$ cat src/rtl/uart_pwr_pkg.sv
package uart_pwr_pkg;
  localparam int AW = 3;
  localparam logic [AW-1:0] A_MODE = 3'd0;
  localparam logic [AW-1:0] A_FLAG = 3'd1;
  localparam logic [AW-1:0] A_STAT = 3'd2;
  localparam logic [AW-1:0] A_RXB  = 3'd3;
  localparam logic [AW-1:0] A_TXB  = 3'd4;
  localparam int B_PWR = 7;
  localparam int B_TXE = 6;
  localparam int B_RXE = 5;
  localparam logic [7:0] MODE_RST = 8'h01;
  typedef enum logic [2:0] {RX_IDLE, RX_START, RX_DATA, RX_STOP, RX_HOLD} rx_st_e;
endpackage

$ cat src/rtl/uart_pwr_regs.sv
module uart_pwr_regs
  import uart_pwr_pkg::*;
(
  input  logic          clk,
  input  logic          rst,
  input  logic          core_rst,
  input  logic          wr_en,
  input  logic [AW-1:0] wr_addr,
  input  logic [7:0]    wr_data,
  output logic [7:0]    mode_o,
  output logic [1:0]    flags_o,
  output logic          seq_err_o
);
  logic wr_mode, wr_stat, wr_flag, bad_stop;

  assign wr_mode  = wr_en && (wr_addr == A_MODE);
  assign wr_stat  = wr_en && (wr_addr == A_STAT);
  assign wr_flag  = wr_en && (wr_addr == A_FLAG);
  // power falls while a direction was still enabled
  assign bad_stop = wr_mode && mode_o[B_PWR] && !wr_data[B_PWR]
                    && (mode_o[B_TXE] || mode_o[B_RXE]);

  always_ff @(posedge clk) begin
    if (rst) begin
      mode_o    <= MODE_RST;
      seq_err_o <= 1'b0;
    end else begin
      if (wr_mode) mode_o <= wr_data;
      if (bad_stop) seq_err_o <= 1'b1;
      else if (wr_stat && wr_data[7]) seq_err_o <= 1'b0;
    end
  end

  // control flags live in the operation domain and clear on power-down
  always_ff @(posedge clk or posedge core_rst) begin
    if (core_rst) flags_o <= 2'b00;
    else if (wr_flag) flags_o <= wr_data[7:6];
  end

  a_r1_mode_reset: assert property (@(posedge clk) disable iff (rst)
    $past(rst) |-> (mode_o == MODE_RST));
  a_r8_seq_set: assert property (@(posedge clk) disable iff (rst)
    (wr_en && wr_addr == A_MODE && mode_o[B_PWR] && !wr_data[B_PWR]
     && (mode_o[B_TXE] || mode_o[B_RXE])) |=> seq_err_o);
  a_r8_sticky: assert property (@(posedge clk) disable iff (rst)
    (seq_err_o && !(wr_en && wr_addr == A_STAT && wr_data[7])) |=> seq_err_o);
endmodule

$ cat src/rtl/uart_pwr_rstgen.sv
module uart_pwr_rstgen #(
  parameter int SYNC = 2
) (
  input  logic clk,
  input  logic rst,
  input  logic pwr,
  output logic core_rst
);
  logic pwr_off;
  logic [SYNC-1:0] stg;

  assign pwr_off = ~pwr;

  // asserted at once when power drops, released after SYNC edges
  always_ff @(posedge clk or posedge pwr_off) begin
    if (pwr_off) stg <= '0;
    else         stg <= {stg[SYNC-2:0], 1'b1};
  end

  assign core_rst = ~stg[SYNC-1];

  a_r2_off_holds: assert property (@(posedge clk) disable iff (rst)
    !pwr |-> core_rst);
  a_r2_late_release: assert property (@(posedge clk) disable iff (rst)
    $rose(pwr) |-> core_rst);
endmodule

$ cat src/rtl/uart_pwr_tx.sv
module uart_pwr_tx #(
  parameter int DIV = 16
) (
  input  logic       clk,
  input  logic       arst,
  input  logic       en,
  input  logic       load,
  input  logic [7:0] din,
  output logic       line_o,
  output logic       busy_o
);
  localparam int CW = $clog2(DIV);
  localparam logic [CW-1:0] CMAX = CW'(DIV - 1);

  logic [8:0]    sh;
  logic [3:0]    nb;
  logic [CW-1:0] cnt;

  always_ff @(posedge clk or posedge arst) begin
    if (arst) begin
      sh <= '1; nb <= '0; cnt <= '0; line_o <= 1'b1; busy_o <= 1'b0;
    end else if (!en) begin
      sh <= '1; nb <= '0; cnt <= '0; line_o <= 1'b1; busy_o <= 1'b0;
    end else if (!busy_o) begin
      if (load) begin
        sh <= {1'b1, din}; nb <= 4'd9; cnt <= CMAX;
        line_o <= 1'b0; busy_o <= 1'b1;
      end
    end else if (cnt != '0) begin
      cnt <= cnt - 1'b1;
    end else if (nb == 4'd0) begin
      busy_o <= 1'b0;
    end else begin
      line_o <= sh[0];
      sh     <= {1'b1, sh[8:1]};
      nb     <= nb - 1'b1;
      cnt    <= CMAX;
    end
  end

  a_r9_idle_high: assert property (@(posedge clk) disable iff (arst)
    !en |=> (line_o && !busy_o));
  a_r10_start_low: assert property (@(posedge clk) disable iff (arst)
    (en && load && !busy_o) |=> !line_o);
endmodule

$ cat src/rtl/uart_pwr_rx.sv
module uart_pwr_rx
  import uart_pwr_pkg::*;
#(
  parameter int DIV = 16
) (
  input  logic       clk,
  input  logic       arst,
  input  logic       en,
  input  logic       rxd,
  input  logic       rd_clr,
  input  logic       clr_ferr,
  input  logic       clr_ovr,
  output logic [7:0] data_o,
  output logic       valid_o,
  output logic       ferr_o,
  output logic       ovr_o
);
  localparam int CW = $clog2(DIV);
  localparam logic [CW-1:0] CMAX = CW'(DIV - 1);
  localparam logic [CW-1:0] HALF = CW'(DIV / 2 - 2);

  rx_st_e        st;
  logic [CW-1:0] cnt;
  logic [2:0]    idx;
  logic [7:0]    sh;
  logic          rin, stop_tick, store, bad;

  always_ff @(posedge clk or posedge arst) begin
    if (arst) rin <= 1'b1;
    else      rin <= rxd;
  end

  always_ff @(posedge clk or posedge arst) begin
    if (arst) begin
      st <= RX_IDLE; cnt <= '0; idx <= '0; sh <= '0;
    end else if (!en) begin
      st <= RX_IDLE; cnt <= '0; idx <= '0; sh <= '0;
    end else begin
      case (st)
        RX_IDLE: if (!rin) begin st <= RX_START; cnt <= HALF; end
        RX_START:
          if (cnt != '0) cnt <= cnt - 1'b1;
          else if (!rin) begin st <= RX_DATA; cnt <= CMAX; idx <= '0; end
          else st <= RX_IDLE;
        RX_DATA:
          if (cnt != '0) cnt <= cnt - 1'b1;
          else begin
            sh  <= {rin, sh[7:1]};
            cnt <= CMAX;
            if (idx == 3'd7) st <= RX_STOP;
            else idx <= idx + 1'b1;
          end
        RX_STOP:
          if (cnt != '0) cnt <= cnt - 1'b1;
          else st <= rin ? RX_IDLE : RX_HOLD;
        RX_HOLD: if (rin) st <= RX_IDLE;
        default: st <= RX_IDLE;
      endcase
    end
  end

  assign stop_tick = en && (st == RX_STOP) && (cnt == '0);
  assign store     = stop_tick && rin;
  assign bad       = stop_tick && !rin;

  // buffer and error bits clear only on power-down or by software
  always_ff @(posedge clk or posedge arst) begin
    if (arst) begin
      data_o <= '0; valid_o <= 1'b0; ferr_o <= 1'b0; ovr_o <= 1'b0;
    end else begin
      if (store) data_o <= sh;
      if (store) valid_o <= 1'b1;
      else if (rd_clr) valid_o <= 1'b0;
      if (store && valid_o && !rd_clr) ovr_o <= 1'b1;
      else if (clr_ovr) ovr_o <= 1'b0;
      if (bad) ferr_o <= 1'b1;
      else if (clr_ferr) ferr_o <= 1'b0;
    end
  end

  a_r11_overrun: assert property (@(posedge clk) disable iff (arst)
    (store && valid_o && !rd_clr) |=> ovr_o);
endmodule

$ cat src/rtl/uart_pwr_ctrl.sv
module uart_pwr_ctrl
  import uart_pwr_pkg::*;
#(
  parameter int DIV  = 16,
  parameter int SYNC = 2
) (
  input  logic          clk,
  input  logic          rst,
  input  logic          wr_en,
  input  logic [AW-1:0] wr_addr,
  input  logic [7:0]    wr_data,
  input  logic          rd_en,
  input  logic [AW-1:0] rd_addr,
  output logic [7:0]    rd_data,
  input  logic          rxd,
  output logic          txd,
  output logic          clk_run_o,
  output logic          tx_rst_o,
  output logic          rx_rst_o
);
  logic [7:0] mode;
  logic [1:0] flags;
  logic       seq_err, core_rst, tx_go, rx_go, rx_in;
  logic       tx_line, tx_busy, rx_valid, ferr, ovr;
  logic [7:0] rx_data, status;

  uart_pwr_regs u_regs (
    .clk(clk), .rst(rst), .core_rst(core_rst), .wr_en(wr_en),
    .wr_addr(wr_addr), .wr_data(wr_data), .mode_o(mode),
    .flags_o(flags), .seq_err_o(seq_err)
  );

  uart_pwr_rstgen #(.SYNC(SYNC)) u_rst (
    .clk(clk), .rst(rst), .pwr(mode[B_PWR]), .core_rst(core_rst)
  );

  assign tx_go     = mode[B_TXE] && !core_rst;
  assign rx_go     = mode[B_RXE] && !core_rst;
  assign tx_rst_o  = !tx_go;
  assign rx_rst_o  = !rx_go;
  assign clk_run_o = !core_rst;
  assign rx_in     = mode[B_PWR] ? rxd : 1'b1;

  uart_pwr_tx #(.DIV(DIV)) u_tx (
    .clk(clk), .arst(core_rst), .en(tx_go),
    .load(wr_en && wr_addr == A_TXB), .din(wr_data),
    .line_o(tx_line), .busy_o(tx_busy)
  );

  uart_pwr_rx #(.DIV(DIV)) u_rx (
    .clk(clk), .arst(core_rst), .en(rx_go), .rxd(rx_in),
    .rd_clr(rd_en && rd_addr == A_RXB),
    .clr_ferr(wr_en && wr_addr == A_STAT && wr_data[0]),
    .clr_ovr(wr_en && wr_addr == A_STAT && wr_data[1]),
    .data_o(rx_data), .valid_o(rx_valid), .ferr_o(ferr), .ovr_o(ovr)
  );

  assign txd    = tx_line;
  assign status = {seq_err, 2'b00, tx_busy, 1'b0, rx_valid, ovr, ferr};

  always_ff @(posedge clk) begin
    if (rst) rd_data <= '0;
    else if (rd_en) begin
      case (rd_addr)
        A_MODE:  rd_data <= mode;
        A_FLAG:  rd_data <= {flags, 6'b0};
        A_STAT:  rd_data <= status;
        A_RXB:   rd_data <= rx_data;
        default: rd_data <= '0;
      endcase
    end
  end

  a_r5_txd_idle: assert property (@(posedge clk) disable iff (rst)
    !mode[B_PWR] |-> txd);
endmodule

$ cat config.mk
export PLATFORM = sky130hd
export DESIGN_NAME = uart_pwr_ctrl
export DESIGN_NICKNAME = d
export VERILOG_FILES = /design/src/rtl/uart_pwr_pkg.sv /design/src/rtl/uart_pwr_regs.sv /design/src/rtl/uart_pwr_rstgen.sv /design/src/rtl/uart_pwr_tx.sv /design/src/rtl/uart_pwr_rx.sv /design/src/rtl/uart_pwr_ctrl.sv
export SDC_FILE = /design/constraint.sdc
export NUM_CORES = 1
export LEC_CHECK = 0
export ABC_AREA = 0
export ABC_CLOCK_PERIOD_IN_PS = 2610
export BUFFER_PORTS_ARGS = -buffer_cell sky130_fd_sc_hd__buf_4
export CELL_PAD_IN_SITES_DETAIL_PLACEMENT = 1
export CELL_PAD_IN_SITES_GLOBAL_PLACEMENT = 1
export CORE_ASPECT_RATIO = 0.8
export CORE_MARGIN = 1
export CORE_UTILIZATION = 40
export DETAILED_ROUTE_END_ITERATION = 12
export GPL_TIMING_DRIVEN = 0
export HOLD_SLACK_MARGIN = 0.05
export PLACE_DENSITY_LB_ADDON = 0.1
export RECOVER_POWER = 25
export SLEW_MARGIN = 20
export SYNTH_ARGS = -nofsm -noshare
export SYNTH_HDL_FRONTEND = slang
export SYNTH_SLANG_ARGS = --single-unit
export TNS_END_PERCENT = 5
$ cat constraint.sdc
create_clock -name clk -period 2.61 [get_ports clk]
set_clock_uncertainty 0.1 [all_clocks]
set_input_delay 0.522 -clock clk [delete_from_list [all_inputs] [get_ports clk]]
set_output_delay 0.522 -clock clk [all_outputs]
set_load 0.02 [all_outputs]
# Word-level counts from Yosys, hierarchy flattened
# Index checks and enable logic that the tools add are counted.
dict set report word_totals {
  reg_bits 70
  word_cells 155
}
dict set report classes {
  add_sub_neg 4
  n_eq_ne 29
  mux 61
  n_reduce_logical 42
}
# cell n
set op_table {}
lappend op_table {{2-to-1 mux 4 bit} 16}
lappend op_table {{2-to-1 mux 9 bit} 5}
lappend op_table {{2-to-1 mux 3 bit} 13}
lappend op_table {{inequality test 3 bit (second input constant)} 13}
lappend op_table {{one-hot mux 8 bit (4 select lines)} 1}
lappend op_table {{2-to-1 mux 8 bit} 3}
lappend op_table {{logical AND 1 bit} 19}
lappend op_table {{2-to-1 mux 1 bit} 19}
lappend op_table {{one-hot mux 4 bit (4 select lines)} 1}
lappend op_table {{== test 3 x 2 -> 1 bit (second input constant)} 5}
lappend op_table {{one-hot mux 3 bit (5 select lines)} 1}
lappend op_table {{subtractor 4 x 1 -> 4 bit (second input constant)} 3}
lappend op_table {{== test 3 x 1 -> 1 bit (second input constant)} 3}
lappend op_table {{== test 3 bit (second input constant)} 3}
lappend op_table {{zero test 3 bit} 3}
lappend op_table {{zero test 4 bit} 2}
lappend op_table {{inequality test 4 bit (second input constant)} 2}
lappend op_table {{nonzero test 2 bit} 4}
lappend op_table {{nonzero test 4 bit} 2}
lappend op_table {{one-hot mux 3 bit (2 select lines)} 1}
lappend op_table {{AND reduction 6 bit} 1}
lappend op_table {{zero test 1 bit} 5}
lappend op_table {{inequality test 5 bit (second input constant)} 1}
lappend op_table {{AND reduction 5 bit} 1}
lappend op_table {{other kinds (7)} 9}

# Logic depth before layout (Yosys ltp)
dict set report logic_depth {
  depth_word 7
  depth_mapped 7
  depth_no_buf 6
}

# By module
# From an unflattened synthesis, not the netlist that was laid out.
dict set report hier_totals {
  cells_unflattened 349
  area_unflattened_um2 3612.2
}
# mod n_inst cells_per_inst area_each_um2 seq_area_each_um2
set modules_own_cells {}
lappend modules_own_cells {uart_pwr_rx 1 132 1473.9 752.0}
lappend modules_own_cells {uart_pwr_tx 1 112 1087.3 461.7}
lappend modules_own_cells {uart_pwr_ctrl 1 61 534.3 160.2}
lappend modules_own_cells {uart_pwr_regs 1 40 459.2 230.2}
lappend modules_own_cells {uart_pwr_rstgen 1 4 57.6 50.0}

# Least setup slack after synthesis
# Ideal clock, no wire load.
dict set report synth_path {
  kind {reg2reg}
  from {reg u_rst.stg[1]}
  to {reg u_rx.sh[0]}
  setup_ns 0.067
  arrival_time_ns 2.544
  required_time_ns 2.443
  path_slack_ns -0.101
  path_stages_with_launch 6
  synth_period_minus_slack_ns 2.711
  path_cell_list {dfrtp_1 > and2_1 > buf_2 > inv_2 > a21oi_1 > a22o_1}
}
dict set report synth_via {
  elab_chain_cells 3
  word_cells_on_any_way 5
  cone_classes {eq/ne (2); mux (1); reduce/logical (2)}
}
# item line_no
set synth_lines {}
lappend synth_lines {{from (decl)} uart_pwr_rstgen.sv:10} ;# logic [SYNC-1:0] stg;
lappend synth_lines {{from (signal assigned)} uart_pwr_rstgen.sv:17} ;# else stg <= {stg[SYNC-2:0], 1'b1};
lappend synth_lines {{logical AND 1 bit *} uart_pwr_ctrl.sv:38} ;# assign rx_go = mode[B_RXE] && !core_rst;
lappend synth_lines {{inequality test 2 bit (no source line)} n/a}
lappend synth_lines {{AND reduction 2 bit (no source line)} n/a}
lappend synth_lines {{to (signal assigned)} uart_pwr_rx.sv:48} ;# sh <= {rin, sh[7:1]};
lappend synth_lines {{to (decl)} uart_pwr_rx.sv:25} ;# logic [7:0] sh;
# Every way passes the cells marked *; elsewhere a longest branch is shown, timed or not.
# A chain may end at the register's enable or synchronous reset.

# Worst setup path after layout
dict set report layout_path {
  from {reg u_rst.stg[1]}
  to {out tx_rst_o}
}
dict set report layout_via {
  elab_chain_cells 2
}
# item line_no
set layout_lines {}
lappend layout_lines {{logical AND 1 bit} uart_pwr_ctrl.sv:37} ;# assign tx_go = mode[B_TXE] && !core_rst;
lappend layout_lines {{zero test 1 bit} n/a}
lappend layout_lines {{to (decl)} uart_pwr_ctrl.sv:18} ;# output logic tx_rst_o,
# Every way passes these cells.

==> key figures <==
Synthesis
  – FF+latch count, synth: 69
  – Async SR Flop Fraction: 0.754
  – Syn Nets: 356
  – Syn_area_per_cell: 10.2 sq um
  – Synth Flop Type: dfrtp_1
  – Yosys cell types: 64
  – Syn. warnings: 0
  – EDFF count, synth: 0
  – Sequential area share after synthesis: 0.489
  – Mapped Area: 3380 sq um
  – Post-Syn Instances: 331

Pwr
  – VDD IR max: 0.195 mV
  – Leakage: 0.00166 uW
  – Tot Pwr: 2020 uW
  – Total power density per cell area: 516 nW/um^2

Status
  – Status: finished, violations left
  – Failing checks: capacitance limit, slew limit

CTS
  – TritonCTS Buffers: 9
  – Root buf cell: clkbuf_8
  – Clock Sinks: 69
  – CTS tree: built
  – Clk_lat worst skew: 0.35 ns
  – H-tree levels: 3
  – Clock transition at path regs: 0.07 ns
  – Clk buf depth: 2

Global routing
  – First-pass GRT wire length: 14,600 um
  – Gr ovfl total: 0
  – Initial antenna violation count: 0
  – Largest net degree at the start of global routing: 29
  – Vias in the first global route: 2,782
  – Total GRT Usage: 0.216

Setup path
  – Crit path max fanout: 28
  – Critical path arrival: 1.71 ns
  – CP Launch Type: flip-flop
  – Data required, critical path: 1.99 ns
  – Critical path type: flip-flop to primary output
  – Nature of the critical path endpoint: primary output

Finish
  – Area delta synth->final: 15.6%
  – Layout cell share with drive strength beyond 1: 0.239
  – Most common cell after layout, fill and taps aside: dfrtp_1
  – Post-layout util: 0.486
  – N_diodes: 0
  – Most frequent cells in the layout: 41 x dfrtp_1, 35 x a21oi_1, 28 x buf_4, 28 x nand2_1, 18 x nor2b_1
  – Final nets: 396

Die
  – I/O pin count: 31
  – Initial core utilization: 0.420
  – DIE WIDTH: 105 um
  – Row count: 29
  – Die Y: 84.3 um
  – Die Area: 8830 sq um
  – Core Footprint: 8060 sq um

Route
  – Initial DRC Count: 110
  – Wire per inst: 17.5 um
  – Post-Route WL: 8480 um
  – Final ANT Viol Nets: 0
  – Vias: 2,688
  – DRT Pass-1 Iters: 4
  – Post-DR vias/cell: 5.55
  – DRC Markers: 0

Timing
  – Peak Freq: 429 MHz
  – Part of the cycle the worst path needs: 0.894
  – Final Slew Violations: 27
  – Hold Fails Final Rpt: 0
  – Tightest Pin Transition: 1.65 ns
  – Tmin final: 2.33 ns
  – Final setup margin: 0.277 ns
  – Final Setup Violations: 0
  – RSZ-0062 raised after global routing: no
  – Slew HR: -0.0982

Placement
  – Post-DP HPWL: 5910 um
  – # port buffers: 27
  – Pre-CTS WS: 0.286 ns
  – Final GP Congestion: 0.754

Flow run
  – Max Cap Viol: 1

Worst hold path
  – Hold Crit Class: flip-flop to async pin
[cell type report]
class                           instances  area, sq um
Clock buffer                           15          168
Clock inverter                          1         5.00
Sequential cell                        69         1660
Timing Repair Buffer                   29          216
Tap cell                              108          135
Multi-Input combinational cell        231         1600
Inverter                               14         52.6
Buffer                                 17         75.1
Fill cell                             938         4140
[layer usage]
| layer | share of wire | global-route usage |
|---|---|---|
| met1 | 0.52 | 0.309 |
| met2 | 0.43 | 0.319 |
| met3 | 0.040 | 0.0582 |
| met4 | 0.011 | 0.0653 |
| met5 | 0 | 0 |
[critical path: stages, from the launching register on]
cell and delay [ns]:
dfrtp_4 0.66, and2_1 0.23, clkinv_1 0.23, buf_4 0.24
[synthesized netlist by cell type, types with 4 or more instances]
master,count,area (sq um)
nand2_1,28,105
dfxtp_1,17,340
dfstp_2,10,263
dfrtp_1,42,1050
a21oi_1,35,175
nor2_1,16,60.1
buf_2,4,20.0
mux2_2,17,191
nor2b_1,18,113
inv_1,12,45.0
a22o_1,17,149
o21ai_0,17,85.1
nor3_1,6,30.0
clkbuf_1,9,33.8
a2111oi_0,7,61.3
ha_1,6,75.1
and2_1,4,25.0
[where the power goes]
group,leakage [uW],internal (uW),switching (uW)
clock,0.0000868,404,398
sequential,0.000821,1080,17.3
combinational,0.000756,50.4,66.9
total,0.00166,1540,482
[worst paths after layout]
kind	slack (ns)	to	cells after the start	from
worst max-delay path	0.28	tx_rst_o	3	u_rst.stg[1]
worst min-delay path	0.15	u_rx.data_o[1]	0	u_rst.stg[1]
worst max register to register	0.42	u_tx.cnt[0]	1	u_rst.stg[1]
worst min register to register	0.15	u_rx.data_o[1]	0	u_rst.stg[1]
max in group asynchronous	0.42	u_tx.cnt[0]	1	u_rst.stg[1]
min in group clk	0.26	u_rst.stg[1]	0	u_rst.stg[0]
[metrics by stage]
step / std cells / hold WS (ns) / area [sq um] / setup TNS [ns]
global route: 484 / 0.183 / 3910 / 0
floorplan: 331 / -0.0713 / 3380 / 0
CTS: 484 / 0.167 / 3930 / 0
global placement: 466 / -0.0347 / 3720 / -0.125
detailed placement: 466 / -0.0288 / 3720 / 0
finish: 484 / 0.146 / 3910 / 0
[what timing repair did]
item,CTS,global route
gates resized for setup,0,0
buffers inserted,1,0
setup endpoints to repair,1,0
hold buffers,1,0
endpoints found under the hold margin,2,0
[state kept, by name (all words and copies together), names as in the netlist]
name / cells
rd_data: 8
u_regs.flags_o: 2
u_regs.mode_o: 8
u_regs.seq_err_o: 1
u_rst.stg: 2
u_rx.cnt: 4
u_rx.data_o: 8
u_rx.ferr_o: 1
u_rx.idx: 3
u_rx.ovr_o: 1
u_rx.rin: 1
u_rx.sh: 8
u_rx.st: 3
u_rx.valid_o: 1
u_tx.busy_o: 1
u_tx.cnt: 4
u_tx.line_o: 1
u_tx.nb: 4
u_tx.sh: 8
[logic make-up (layout without fill, tap and decap cells)]
family	Yosys count	after routing	share of synthesized area
AO/OA/AOI/OAI	102	102	0.203
AND/OR/NAND/NOR	98	98	0.167
flip-flops	69	69	0.489
buffers and inverters	31	76	0.0377
multiplexers	21	21	0.0721
adder cells (fa/ha/maj)	6	6	0.0222
XOR/XNOR	3	3	0.00777
other	1	1	0.00111
Note: power is estimated with default switching activity, not from simulation.
